**config.mk**
```make
export PLATFORM = sky130hd
export DESIGN_NAME = sar_seq_top
export DESIGN_NICKNAME = d
export VERILOG_FILES = /design/src/rtl/sar_seq_pkg.sv /design/src/rtl/sar_hold_latch.sv /design/src/rtl/sar_phase_fsm.sv /design/src/rtl/sar_approx_reg.sv /design/src/rtl/sar_track_out.sv /design/src/rtl/sar_seq_top.sv
export SDC_FILE = /design/constraint.sdc
export NUM_CORES = 1
export LEC_CHECK = 0
export ABC_AREA = 1
export BUFFER_PORTS_ARGS = -buffer_cell sky130_fd_sc_hd__buf_2
export CAP_MARGIN = 20
export CELL_PAD_IN_SITES_DETAIL_PLACEMENT = 1
export CELL_PAD_IN_SITES_GLOBAL_PLACEMENT = 2
export CORE_UTILIZATION = 36
export CTS_CLUSTER_DIAMETER = 120
export CTS_CLUSTER_SIZE = 14
export DETAILED_ROUTE_END_ITERATION = 12
export PLACE_DENSITY_LB_ADDON = 0.1
export SYNTH_ARGS = -nofsm -noshare
export SYNTH_HDL_FRONTEND = slang
export SYNTH_HIERARCHICAL = 1
export SYNTH_SLANG_ARGS = --single-unit
```
**constraint.sdc**
```tcl
create_clock -name clk -period 4.4 [get_ports clk]
set_input_delay 0.88 -clock clk [delete_from_list [all_inputs] [get_ports clk]]
set_output_delay 0.88 -clock clk [all_outputs]
set_load 0.02 [all_outputs]
```
**src/rtl/sar_seq_pkg.sv**
```systemverilog
package sar_seq_pkg;
   typedef enum logic [1:0] {
      PH_CAL    = 2'd0,
      PH_CONV   = 2'd1,
      PH_COARSE = 2'd2,
      PH_FINE   = 2'd3
   } sar_phase_e;
endpackage

```
**src/rtl/sar_hold_latch.sv**
```systemverilog
module sar_hold_latch (
   input  logic clk,
   input  logic rst_n,
   input  logic hold_n,
   output logic hold_lat
);
   // request is captured on the falling edge, half a cycle ahead of the phase logic
   always_ff @(negedge clk or negedge rst_n) begin
      if (!rst_n) hold_lat <= 1'b1;
      else        hold_lat <= hold_n;
   end
endmodule

```
**src/rtl/sar_phase_fsm.sv**
```systemverilog
module sar_phase_fsm
   import sar_seq_pkg::*;
#(
   parameter int CONV_CLKS   = 65,
   parameter int COARSE_CLKS = 6,
   parameter int FRAME_CLKS  = 80,
   parameter int CAL_CLKS    = 11528160
) (
   input  logic       clk,
   input  logic       rst_n,
   input  logic       hold_lat,
   input  logic       free_run,
   input  logic       crs_req,
   output sar_phase_e phase,
   output logic       start,
   output logic       conv_last,
   output logic       done
);
   localparam int FR_FINE = FRAME_CLKS - CONV_CLKS - COARSE_CLKS;
   localparam int CNT_W   = $clog2(CAL_CLKS + FRAME_CLKS + 1);
   localparam logic [CNT_W-1:0] CAL_LAST    = CNT_W'(CAL_CLKS - 1);
   localparam logic [CNT_W-1:0] CONV_LAST   = CNT_W'(CONV_CLKS - 1);
   localparam logic [CNT_W-1:0] COARSE_LAST = CNT_W'(COARSE_CLKS - 1);
   localparam logic [CNT_W-1:0] FINE_LAST   = CNT_W'(FR_FINE - 1);

   sar_phase_e       ph_q, ph_d;
   logic [CNT_W-1:0] cnt_q, cnt_d;

   assign phase     = ph_q;
   assign conv_last = (ph_q == PH_CONV) && (cnt_q == CONV_LAST);
   assign start     = (ph_q == PH_FINE) &&
                      (free_run ? (cnt_q >= FINE_LAST) : !hold_lat);

   always_comb begin
      ph_d  = ph_q;
      cnt_d = cnt_q;
      unique case (ph_q)
         PH_CAL: begin
            if (cnt_q == CAL_LAST) begin
               ph_d  = PH_COARSE;
               cnt_d = '0;
            end else begin
               cnt_d = cnt_q + 1'b1;
            end
         end
         PH_CONV: begin
            if (conv_last) begin
               ph_d  = PH_COARSE;
               cnt_d = '0;
            end else begin
               cnt_d = cnt_q + 1'b1;
            end
         end
         PH_COARSE: begin
            if ((cnt_q >= COARSE_LAST) && !crs_req) begin
               ph_d  = PH_FINE;
               cnt_d = '0;
            end else if (cnt_q < COARSE_LAST) begin
               cnt_d = cnt_q + 1'b1;
            end
         end
         PH_FINE: begin
            if (start) begin
               ph_d  = PH_CONV;
               cnt_d = '0;
            end else if (crs_req) begin
               ph_d  = PH_COARSE;
               cnt_d = '0;
            end else if (cnt_q < FINE_LAST) begin
               cnt_d = cnt_q + 1'b1;
            end
         end
         default: begin
            ph_d  = PH_CAL;
            cnt_d = '0;
         end
      endcase
   end

   always_ff @(posedge clk or negedge rst_n) begin
      if (!rst_n) begin
         ph_q  <= PH_CAL;
         cnt_q <= '0;
         done  <= 1'b0;
      end else begin
         ph_q  <= ph_d;
         cnt_q <= cnt_d;
         done  <= conv_last;
      end
   end


   done_pulse_chk: assert property (@(posedge clk) disable iff (!rst_n)
      done |=> !done);

   no_recal_chk: assert property (@(posedge clk) disable iff (!rst_n)
      (ph_q != PH_CAL) |=> (ph_q != PH_CAL));

   coarse_min_chk: assert property (@(posedge clk) disable iff (!rst_n)
      (ph_q == PH_COARSE && cnt_q < COARSE_LAST) |=> (ph_q == PH_COARSE));

   conv_entry_chk: assert property (@(posedge clk) disable iff (!rst_n)
      $rose(ph_q == PH_CONV) |-> ($past(ph_q) == PH_FINE));
endmodule

```
**src/rtl/sar_approx_reg.sv**
```systemverilog
module sar_approx_reg #(
   parameter int NBITS = 16
) (
   input  logic             clk,
   input  logic             rst_n,
   input  logic             start,
   input  logic             conv_act,
   input  logic             conv_last,
   input  logic             cmp_keep,
   output logic [NBITS-1:0] dac_code,
   output logic [NBITS-1:0] result
);
   localparam logic [NBITS-1:0] MSB_ONLY = {1'b1, {(NBITS-1){1'b0}}};

   logic [NBITS-1:0] ptr_q;

   always_ff @(posedge clk or negedge rst_n) begin
      if (!rst_n) begin
         dac_code <= '0;
         ptr_q    <= '0;
         result   <= '0;
      end else begin
         if (start) begin
            dac_code <= MSB_ONLY;
            ptr_q    <= MSB_ONLY;
         end else if (conv_act) begin
            dac_code <= (dac_code & ~ptr_q) | (cmp_keep ? ptr_q : '0) | (ptr_q >> 1);
            ptr_q    <= ptr_q >> 1;
         end
         if (conv_last) result <= dac_code;
      end
   end


   ptr_onehot_chk: assert property (@(posedge clk) disable iff (!rst_n)
      $onehot0(ptr_q));

   result_stable_chk: assert property (@(posedge clk) disable iff (!rst_n)
      !conv_last |=> $stable(result));
endmodule

```
**src/rtl/sar_track_out.sv**
```systemverilog
module sar_track_out
   import sar_seq_pkg::*;
#(
   parameter int NCH = 2,
   localparam int SEL_W = (NCH > 1) ? $clog2(NCH) : 1
) (
   input  logic             clk,
   input  logic             rst_n,
   input  sar_phase_e       phase,
   input  logic [SEL_W-1:0] ch_sel,
   output logic [NCH-1:0]   trk
);
   logic tracking;
   assign tracking = (phase == PH_COARSE) || (phase == PH_FINE);

   generate
      if (NCH == 1) begin : g_single
         assign trk[0] = tracking;
      end else begin : g_multi
         for (genvar i = 0; i < NCH; i++) begin : g_ch
            assign trk[i] = tracking && (ch_sel == SEL_W'(i));
         end
      end
   endgenerate


   trk_onehot_chk: assert property (@(posedge clk) disable iff (!rst_n)
      $onehot0(trk));

   trk_conv_low_chk: assert property (@(posedge clk) disable iff (!rst_n)
      (phase == PH_CONV || phase == PH_CAL) |-> (trk == '0));
endmodule

```
**src/rtl/sar_seq_top.sv**
```systemverilog
module sar_seq_top
   import sar_seq_pkg::*;
#(
   parameter int NBITS       = 16,
   parameter int NCH         = 2,
   parameter int CONV_CLKS   = 65,
   parameter int COARSE_CLKS = 6,
   parameter int FRAME_CLKS  = 80,
   parameter int CAL_CLKS    = 11528160,
   localparam int SEL_W      = (NCH > 1) ? $clog2(NCH) : 1
) (
   input  logic             clk,
   input  logic             rst_n,
   input  logic             hold_n,
   input  logic [1:0]       mode_sel,
   input  logic             crs_req,
   input  logic [SEL_W-1:0] ch_sel,
   input  logic             cmp_keep,
   output logic             stby_n,
   output logic             coarse_chg,
   output logic             fine_chg,
   output logic [NCH-1:0]   trk,
   output logic [NBITS-1:0] dac_code,
   output logic             done,
   output logic [NBITS-1:0] result
);
   initial begin
      assert (NBITS >= 2) else $error("NBITS must be at least 2");
      assert (CONV_CLKS > NBITS) else $error("CONV_CLKS must exceed NBITS");
      assert (COARSE_CLKS >= 1) else $error("COARSE_CLKS must be positive");
      assert (FRAME_CLKS > CONV_CLKS + COARSE_CLKS) else $error("frame leaves no fine charge");
      assert (CAL_CLKS >= 1) else $error("CAL_CLKS must be positive");
   end

   logic       hold_lat;
   sar_phase_e phase;
   logic       start;
   logic       conv_last;

   sar_hold_latch u_hold (
      .clk      (clk),
      .rst_n    (rst_n),
      .hold_n   (hold_n),
      .hold_lat (hold_lat)
   );

   sar_phase_fsm #(
      .CONV_CLKS   (CONV_CLKS),
      .COARSE_CLKS (COARSE_CLKS),
      .FRAME_CLKS  (FRAME_CLKS),
      .CAL_CLKS    (CAL_CLKS)
   ) u_fsm (
      .clk       (clk),
      .rst_n     (rst_n),
      .hold_lat  (hold_lat),
      .free_run  (mode_sel == 2'b00),
      .crs_req   (crs_req),
      .phase     (phase),
      .start     (start),
      .conv_last (conv_last),
      .done      (done)
   );

   sar_approx_reg #(.NBITS(NBITS)) u_sar (
      .clk       (clk),
      .rst_n     (rst_n),
      .start     (start),
      .conv_act  (phase == PH_CONV),
      .conv_last (conv_last),
      .cmp_keep  (cmp_keep),
      .dac_code  (dac_code),
      .result    (result)
   );

   sar_track_out #(.NCH(NCH)) u_trk (
      .clk    (clk),
      .rst_n  (rst_n),
      .phase  (phase),
      .ch_sel (ch_sel),
      .trk    (trk)
   );

   assign stby_n     = (phase != PH_CAL);
   assign coarse_chg = (phase == PH_COARSE);
   assign fine_chg   = (phase == PH_FINE);
endmodule

```
Word level (Yosys, flattened, before mapping)
Index checks and enable logic that the tools add are counted.

Logic and storage cells: 62. Output and inout bits: 38. Register bits after elaboration: 76. Input port bits: 8.

Bitwise logic cells: 5. Equal/unequal tests: 11. Multiplexer cells: 20. Reductions and logical operators: 14. $lt $le $gt $ge: 4. Add/subtract/negate cells: 1.

Operators with widths (count): $mux 24 (7); $pmux 24 s4 (1); $mux 16 (5); $add 24x1->24 const B (1); $eq 24x24->1 const B (1); $eq 24x7->1 const B (1); $ge 24x3->1 const B (1); $ge 24x4->1 const B (1); $lt 24x3->1 const B (1); $lt 24x4->1 const B (1); $and 16x16->16 (1); $not 16->16 (1); $or 16x15->16 (1); $or 16x16->16 (1); $mux 2 (5); $pmux 2 s4 (1); $logic_and 1x1->1 (5); $eq 2x2->1 const B (2); $logic_not 2->1 (2); $ne 2x1->1 const B (2); $ne 4x2->1 const B (1); $reduce_and 4->1 (1); $reduce_bool 2->1 (2); $ne 3x1->1 const B (1); 8 further kinds (9).

Longest topological paths before layout
Gate-level depths: netlist of run 1.

Depth in word-level cells: 6. Gate-level depth with buffers: 13. Mapped depth without buffers: 12.

By module
Netlist of run 1, hierarchy kept.

Modules (own cells, without submodules): sar_approx_reg (area an instance 2063.2 um2, sequential area each 1201.2 um2, cells each 255, instances 1); sar_phase_fsm (area an instance 1969.4 um2, sequential area each 675.6 um2, cells each 288, instances 1); sar_hold_latch (area an instance 30.0 um2, sequential area each 26.3 um2, cells each 2, instances 1); sar_seq_top (area an instance 30.0 um2, sequential area each 0.0 um2, cells each 8, instances 1); sar_track_out (area an instance 17.5 um2, sequential area each 0.0 um2, cells each 4, instances 1).

==> results of run 1 <==
cells in the mapped netlist (3+ instances only):
cell type / number
sky130_fd_sc_hd__a21oi_1: 5
sky130_fd_sc_hd__a21oi_2: 3
sky130_fd_sc_hd__buf_2: 6
sky130_fd_sc_hd__buf_6: 4
sky130_fd_sc_hd__dfrtp_1: 75
sky130_fd_sc_hd__ha_1: 4
sky130_fd_sc_hd__inv_1: 81
sky130_fd_sc_hd__inv_2: 4
sky130_fd_sc_hd__nand2_1: 184
sky130_fd_sc_hd__nand3_1: 41
sky130_fd_sc_hd__nand3_2: 3
sky130_fd_sc_hd__nand4_1: 13
sky130_fd_sc_hd__nor2_1: 60
sky130_fd_sc_hd__nor2_2: 3
sky130_fd_sc_hd__nor2_4: 3
sky130_fd_sc_hd__nor3_1: 5
sky130_fd_sc_hd__o21ai_0: 34
sky130_fd_sc_hd__o21bai_2: 3
sky130_fd_sc_hd__o22ai_1: 4
through the flow:
stage               area, um2  cells  setup WS (ns)
floorplan                4110    557          0.605
global route             4720    747          0.177
CTS                      4720    747          0.299
global placement         4440    730          0.432
detailed placement       4450    731          0.343
finish                   4720    747          0.308
cell type report:
cell class | count | area [um2]
Inverter | 85 | 322
Multi-Input combinational cell | 380 | 1780
Clock inverter | 7 | 43.8
Clock buffer | 10 | 229
Sequential cell | 76 | 1900
Tap cell | 140 | 175
Fill cell | 1440 | 6260
Timing Repair Buffer | 49 | 265
cells by family (layout without fill, tap and decap cells):
family                     Yosys count  count (layout)  synth area share
and+or+nand+nor                    322             322             0.344
DFF                                 76              76             0.463
buffers and inverters              101             151             0.104
AOI/OAI and AO/OA                   54              54            0.0767
adders and majority gates            4               4            0.0122
where the power goes:
part / switching [mW] / internal, mW
Sequential: 0.139 / 0.835
Clock: 0.305 / 0.383
Combinational: 0.629 / 0.272
layer usage:
layer  global-route usage  share of wire
met5                    0              0
met4               0.0792          0.018
met3               0.0293          0.029
met2                0.326           0.45
met1                0.293           0.51
sequential cells by signal, summed over array words and instances (netlist names):
| register | count |
|---|---|
| u_sar/ptr_q | 16 |
| u_fsm/cnt_q | 24 |
| u_hold/hold_lat | 1 |
| u_fsm/done | 1 |
| u_fsm/phase | 2 |
| u_sar/result | 16 |
| u_sar/dac_code | 16 |
final timing paths:
check,start,endpoint,depth (start not counted)
min reg2reg,u_sar/result[6],u_sar/result[6],2
max,u_hold/hold_lat,u_sar/dac_code[14],7
max reg2reg,u_hold/hold_lat,u_sar/dac_code[14],7
min,rst_n,u_fsm/cnt_q[18],1
max in group asynchronous,rst_n,u_hold/hold_lat,1
min in group clk,u_sar/result[6],u_sar/result[6],2
==> reports/summary.txt, run 1 <==
Worst setup SP type -> flop
Final setup fails -> 0
Critical path arrival -> 4.32 ns
Nature of the critical path endpoint -> flop
Number of nets with antenna violations after detailed routing -> 0
Commonest cells after routing, fill and taps aside -> 184 x sky130_fd_sc_hd__nand2_1, 81 x sky130_fd_sc_hd__inv_1, 75 x sky130_fd_sc_hd__dfrtp_1
Required arrival time at the worst endpoint -> 4.63 ns
Number of vias per cell -> 4.89
Portion of synthesized cell area occupied by the leading cell type -> 0.457
CP cell instances -> or2_2, a21oi_1, inv_2, nand2_1, inv_2, nand2_1, nand2_1
Worst path buffer plus inverter count -> 2
Worst-path clk slew -> 0.06 ns
Final sum of negative setup slack -> 0 ns
Fraction of registers with async set or reset after synthesis -> 1.00
Leakage -> 2.46 nW
Final setup skew -> 0.0541 ns
GPL Wtd Cong -> 0.799
Classification of the worst-slack hold path -> primary input to async pin
Total of cells resized after clock tree synthesis -> 0
Antenna cell count -> 0
Final Slew Violations -> 0
Synthesized area -> 0.00411 mm2
Layout Area Growth over Synthesis -> 14.8%
Result of the run -> complete, no violations
WHS -> 0.408 ns
Critical-path top delay cell -> sky130_fd_sc_hd__dfstp_2
Area of the core -> 0.0110 mm2
Clock latency on the worst-skew pair -> 0.38 ns
First-pass GRT wire length -> 18.9 mm
Max stage delay on crit path -> 0.37 ns
Length of the first detailed-routing pass in iterations -> 4
Pin slew with the least headroom to its limit -> 0.865 ns
Maximum vdd ir drop -> 0.233 mV
Grt total ovfl -> 0
Pin count of the biggest net entering global routing -> 60
Count of flip-flops with a built-in enable after synthesis -> 0
Remaining routing DRC violations -> 0
Buffer type at the clock tree root -> sky130_fd_sc_hd__clkbuf_16
Hold Buf Count CTS -> 0
Count of input and output buffers -> 45
Synth area leader -> sky130_fd_sc_hd__dfrtp_1
Share of post-route cells with drive strength above 1 -> 0.158
Pwr/cell area -> 543 mW/mm2
CTS tree -> done
Area enclosed by the die boundary -> 0.0118 mm2
Per-cell routed wire length -> 14.7 um
Slew margin rel. -> 0.421
Number of rows in the core area -> 38
Initial core utilization -> 0.374
Total of flip-flops plus latches after synthesis -> 76
Via count of the first global-routing pass -> 3796
Proportion of synthesized chip area in sequential cells -> 0.463
Count of buffers added by post-CTS timing repair for setup -> 0
Tot GR Track Use -> 0.209
Number of hold-slack violations in the final timing report -> 0
Number of DRC markers after the initial detailed-route iteration -> 145
Overall Power -> 2.56 mW
Worst path most repeated cell -> sky130_fd_sc_hd__nand2_1
Max Buffers Root-to-Sink -> 2
Gate family responsible for the most delay along the worst path -> simple AND/OR/NAND/NOR gates
Initial antenna violation count -> 0
Cells after Synth -> 557
Post-layout util -> 0.430
Max-Cap Viols -> 0
Commonest non-fill, non-tap cell in the layout -> sky130_fd_sc_hd__nand2_1
Biggest area contributors in the synthesized netlist -> sky130_fd_sc_hd__dfrtp_1 46%, sky130_fd_sc_hd__nand2_1 17%, sky130_fd_sc_hd__inv_1 7.4%
Syn nets -> 569
Net count reported at finish -> 614
Die outline width -> 109 um
Unrepaired setup endpoints after global routing -> no
Number of clock sinks seen by CTS -> 76
Type of the worst setup path -> flop to flop
Most used flip-flop cell after synthesis -> sky130_fd_sc_hd__dfrtp_1
Yosys synthesis warning count -> 6
H-tree level count -> 3
Syn_area_per_cell -> 7.38 um2
Hpwl dp -> 7.83 mm
Crit path max fanout -> 15
Wire length reported by the detailed router -> 11.0 mm
Boundary pin count -> 46
Overall die height -> 109 um
Flop2flop setup slack -> 0.31 ns
CTS buffer count -> 9
Routed vias -> 3652
Number of unique standard cell types used by synthesis -> 34
Power figures use the tool's default switching activity.
==> run 2, diff against run 1 <==
--- a/config.mk
+++ b/config.mk
@@ -15,6 +15,7 @@
 export CTS_CLUSTER_SIZE = 14
 export DETAILED_ROUTE_END_ITERATION = 12
 export PLACE_DENSITY_LB_ADDON = 0.1
+export SETUP_SLACK_MARGIN = 0.5
 export SYNTH_ARGS = -nofsm -noshare
 export SYNTH_HDL_FRONTEND = slang
 export SYNTH_HIERARCHICAL = 1
==> run 2 against run 1 <==
Net effect:
- sequential cell count is the same
- clock power barely moved
- cell area grew 0.64%
- non-clock buffer count unchanged
- first-iteration DRC count down 9.0%
- global-route usage rose by 0.090 points
- clock skew about the same
- utilization is 0.27 points higher
- register-to-register slack gained 0.27 ns
- via count grew 0.60%
- wire length is 0.66% higher
- highest routed layer unchanged
- clock-buffer cell count unchanged
==> reports/summary.txt, run 2 (same netlist as run 1, synthesis figures left out) <==
Commonest non-fill, non-tap cell in the layout -> sky130_fd_sc_hd__nand2_1
Commonest cells after routing, fill and taps aside -> 183 x sky130_fd_sc_hd__nand2_1, 80 x sky130_fd_sc_hd__inv_1, 75 x sky130_fd_sc_hd__dfrtp_1
Required arrival time at the worst endpoint -> 4.62 ns (about the same)
Initial antenna violation count -> 0 (unchanged)
Worst setup SP type -> flop
Pin count of the biggest net entering global routing -> 60 (unchanged)
Final sum of negative setup slack -> 0 ns (unchanged)
Count of input and output buffers -> 45 (unchanged)
R2r worst-path depth -> 6 (-1)
Number of nets with antenna violations after detailed routing -> 0 (unchanged)
Length of the first detailed-routing pass in iterations -> 4 (unchanged)
Final setup skew -> 0.0540 ns (-0.000149 ns)
Type of the worst setup path -> flop to flop
Net count reported at finish -> 614 (unchanged)
Layout fillers -> 1434 (-0.42%)
Logic gate share of total power -> 0.358 (+0.006)
CP cell instances -> or2_2, nand3_1, nand3_4, buf_4, nand2_1, nor2_1
Initial core utilization -> 0.374 (unchanged)
Number of rows in the core area -> 38 (unchanged)
Per-cell routed wire length -> 14.8 um (+0.66%)
GPL Wtd Cong -> 0.799 (unchanged)
Via count of the first global-routing pass -> 3803 (+0.18%)
Overall die height -> 109 um (unchanged)
Internal power contribution -> 1.50 mW (+0.73%)
Boundary pin count -> 46 (unchanged)
Overall Power -> 2.59 mW (+1.1%)
Area of the core -> 0.0110 mm2 (unchanged)
Switching share of total power -> 0.421 (+0.00218)
RR Endpoint -> u_fsm/cnt_q[20]
Net switching power figure -> 1.09 mW (+1.6%)
Critical Path Start -> u_hold/hold_lat
Layout Area Growth over Synthesis -> 15.6%
Share of post-route cells with drive strength above 1 -> 0.163 (+0.00494)
Number of DRC markers after the initial detailed-route iteration -> 132 (-9.0%)
Flop2flop setup slack -> 0.58 ns (+0.27 ns)
Nature of the critical path endpoint -> flop
Start of the worst register-to-register path -> u_hold/hold_lat
Antenna cell count -> 0 (unchanged)
Clock latency on the worst-skew pair -> 0.39 ns (about the same)
Die outline width -> 109 um (unchanged)
Critical-path top delay cell -> sky130_fd_sc_hd__dfstp_2
Max stage delay on crit path -> 0.37 ns (about the same)
Grt total ovfl -> 0 (unchanged)
Buffer type at the clock tree root -> sky130_fd_sc_hd__clkbuf_16
Top register by number of flip-flops -> u_fsm/cnt_q
Crit path max fanout -> 16 (+1)
Max Buffers Root-to-Sink -> 2 (unchanged)
Remaining routing DRC violations -> 0 (unchanged)
Final setup fails -> 0 (unchanged)
Final Slew Violations -> 0 (unchanged)
Clock network fraction of total power -> 0.266 (-0.003)
Maximum vdd ir drop -> 0.234 mV (+0.50%)
Number of hold-slack violations in the final timing report -> 0 (unchanged)
Leakage -> 2.46 nW (about the same)
Register share of total power -> 0.376 (-0.004)
Max-Cap Viols -> 0 (unchanged)
Number of vias per cell -> 4.92 (+0.60%)
Worst path buffer plus inverter count -> 1 (-1)
Gate family responsible for the most delay along the worst path -> simple AND/OR/NAND/NOR gates
Number of flip-flops under the largest register name -> 24 (unchanged)
Hpwl dp -> 7.83 mm (unchanged)
Unrepaired setup endpoints after global routing -> yes
Critical path arrival -> 4.04 ns (-0.28 ns)
Pwr/cell area -> 545 mW/mm2 (+0.47%)
Number of clock sinks seen by CTS -> 76 (unchanged)
H-tree level count -> 3 (unchanged)
Tot GR Track Use -> 0.210 (+0.000897)
Wire length reported by the detailed router -> 11.1 mm (+0.66%)
Routed vias -> 3674 (+0.60%)
First-pass GRT wire length -> 19.0 mm (+0.48%)
Result of the run -> complete, no violations
CTS buffer count -> 9 (unchanged)
Worst-path clk slew -> 0.06 ns (about the same)
Classification of the worst-slack hold path -> primary input to async pin
Area enclosed by the die boundary -> 0.0118 mm2 (unchanged)
Pin slew with the least headroom to its limit -> 0.905 ns (+0.0400 ns)
CTS tree -> done
Slew margin rel. -> 0.395 (-0.0268)
## run 2: cell type report
cell class | instances | area (um2) | area share
Clock buffer | 10 | 229 | 0.0482
Sequential cell | 76 | 1900 | 0.401
Multi-Input combinational cell | 380 | 1800 | 0.380
Inverter | 85 | 327 | 0.0688
Tap cell | 140 | 175 | 0.0369
Timing Repair Buffer | 49 | 269 | 0.0566
Clock inverter | 7 | 43.8 | 0.00922
## run 2: stage by stage
step	hold WS, ns	cell area (um2)	util	std cells	setup slack (ns)
6_report	0.408	4750	0.432	747	0.581
5_1_grt	0.423	4750	0.432	747	0.483
4_1_cts	0.410	4740	0.431	747	0.505
3_5_place_dp	0.511	4450	0.405	731	0.343
3_3_place_gp	0.506	4440	0.404	730	0.432
2_1_floorplan	0.475	4110	-	557	0.605
## run 2: how the worst max path moves through the flow
| stage | depth (start not counted) | end | slack [ns] |
|---|---|---|---|
| after floorplan | 8 | u_sar/dac_code[10] | 0.60 |
| after global placement | 7 | u_sar/dac_code[0] | 0.43 |
| after detailed placement | 7 | u_sar/dac_code[8] | 0.34 |
| after CTS | 6 | u_sar/ptr_q[14] | 0.51 |
| after global routing | 6 | u_fsm/cnt_q[22] | 0.48 |
| final | 6 | u_fsm/cnt_q[20] | 0.58 |
## run 2: timing repair
item / CTS / global route
hold buffers: 0 / 0
setup endpoints to repair: 33 / 21
hold endpoints to repair: 0 / 0
pin swaps: 0 / 0
gates resized for setup: 4 / 4
setup buffers: 0 / 0
## run 2: layer usage
| metal | GRT usage | share of wire | vias to the layer above |
|---|---|---|---|
| li1 | - | - | 1819 |
| met1 | 0.295 | 0.51 | 1780 |
| met2 | 0.327 | 0.45 | 62 |
| met3 | 0.0293 | 0.029 | 13 |
| met4 | 0.0792 | 0.018 | 0 |
| met5 | 0 | 0 | - |
## run 2: power groups by stage
stage	logic [mW]	registers [mW]	clock network, mW
floorplan	0.589	1.02	0.00284
global placement	0.888	0.984	0.00284
detailed placement	0.915	0.986	0.00284
CTS	0.932	0.977	0.708
global route	1.05	1.00	0.740
finish	0.928	0.974	0.689
## run 2: worst register-to-register path, delay by kind of cell (launching register included)
family | cells | cell delay [ns]
simple gates | 5 | 0.84
flops | 1 | 0.37
buf+inv | 1 | 0.25
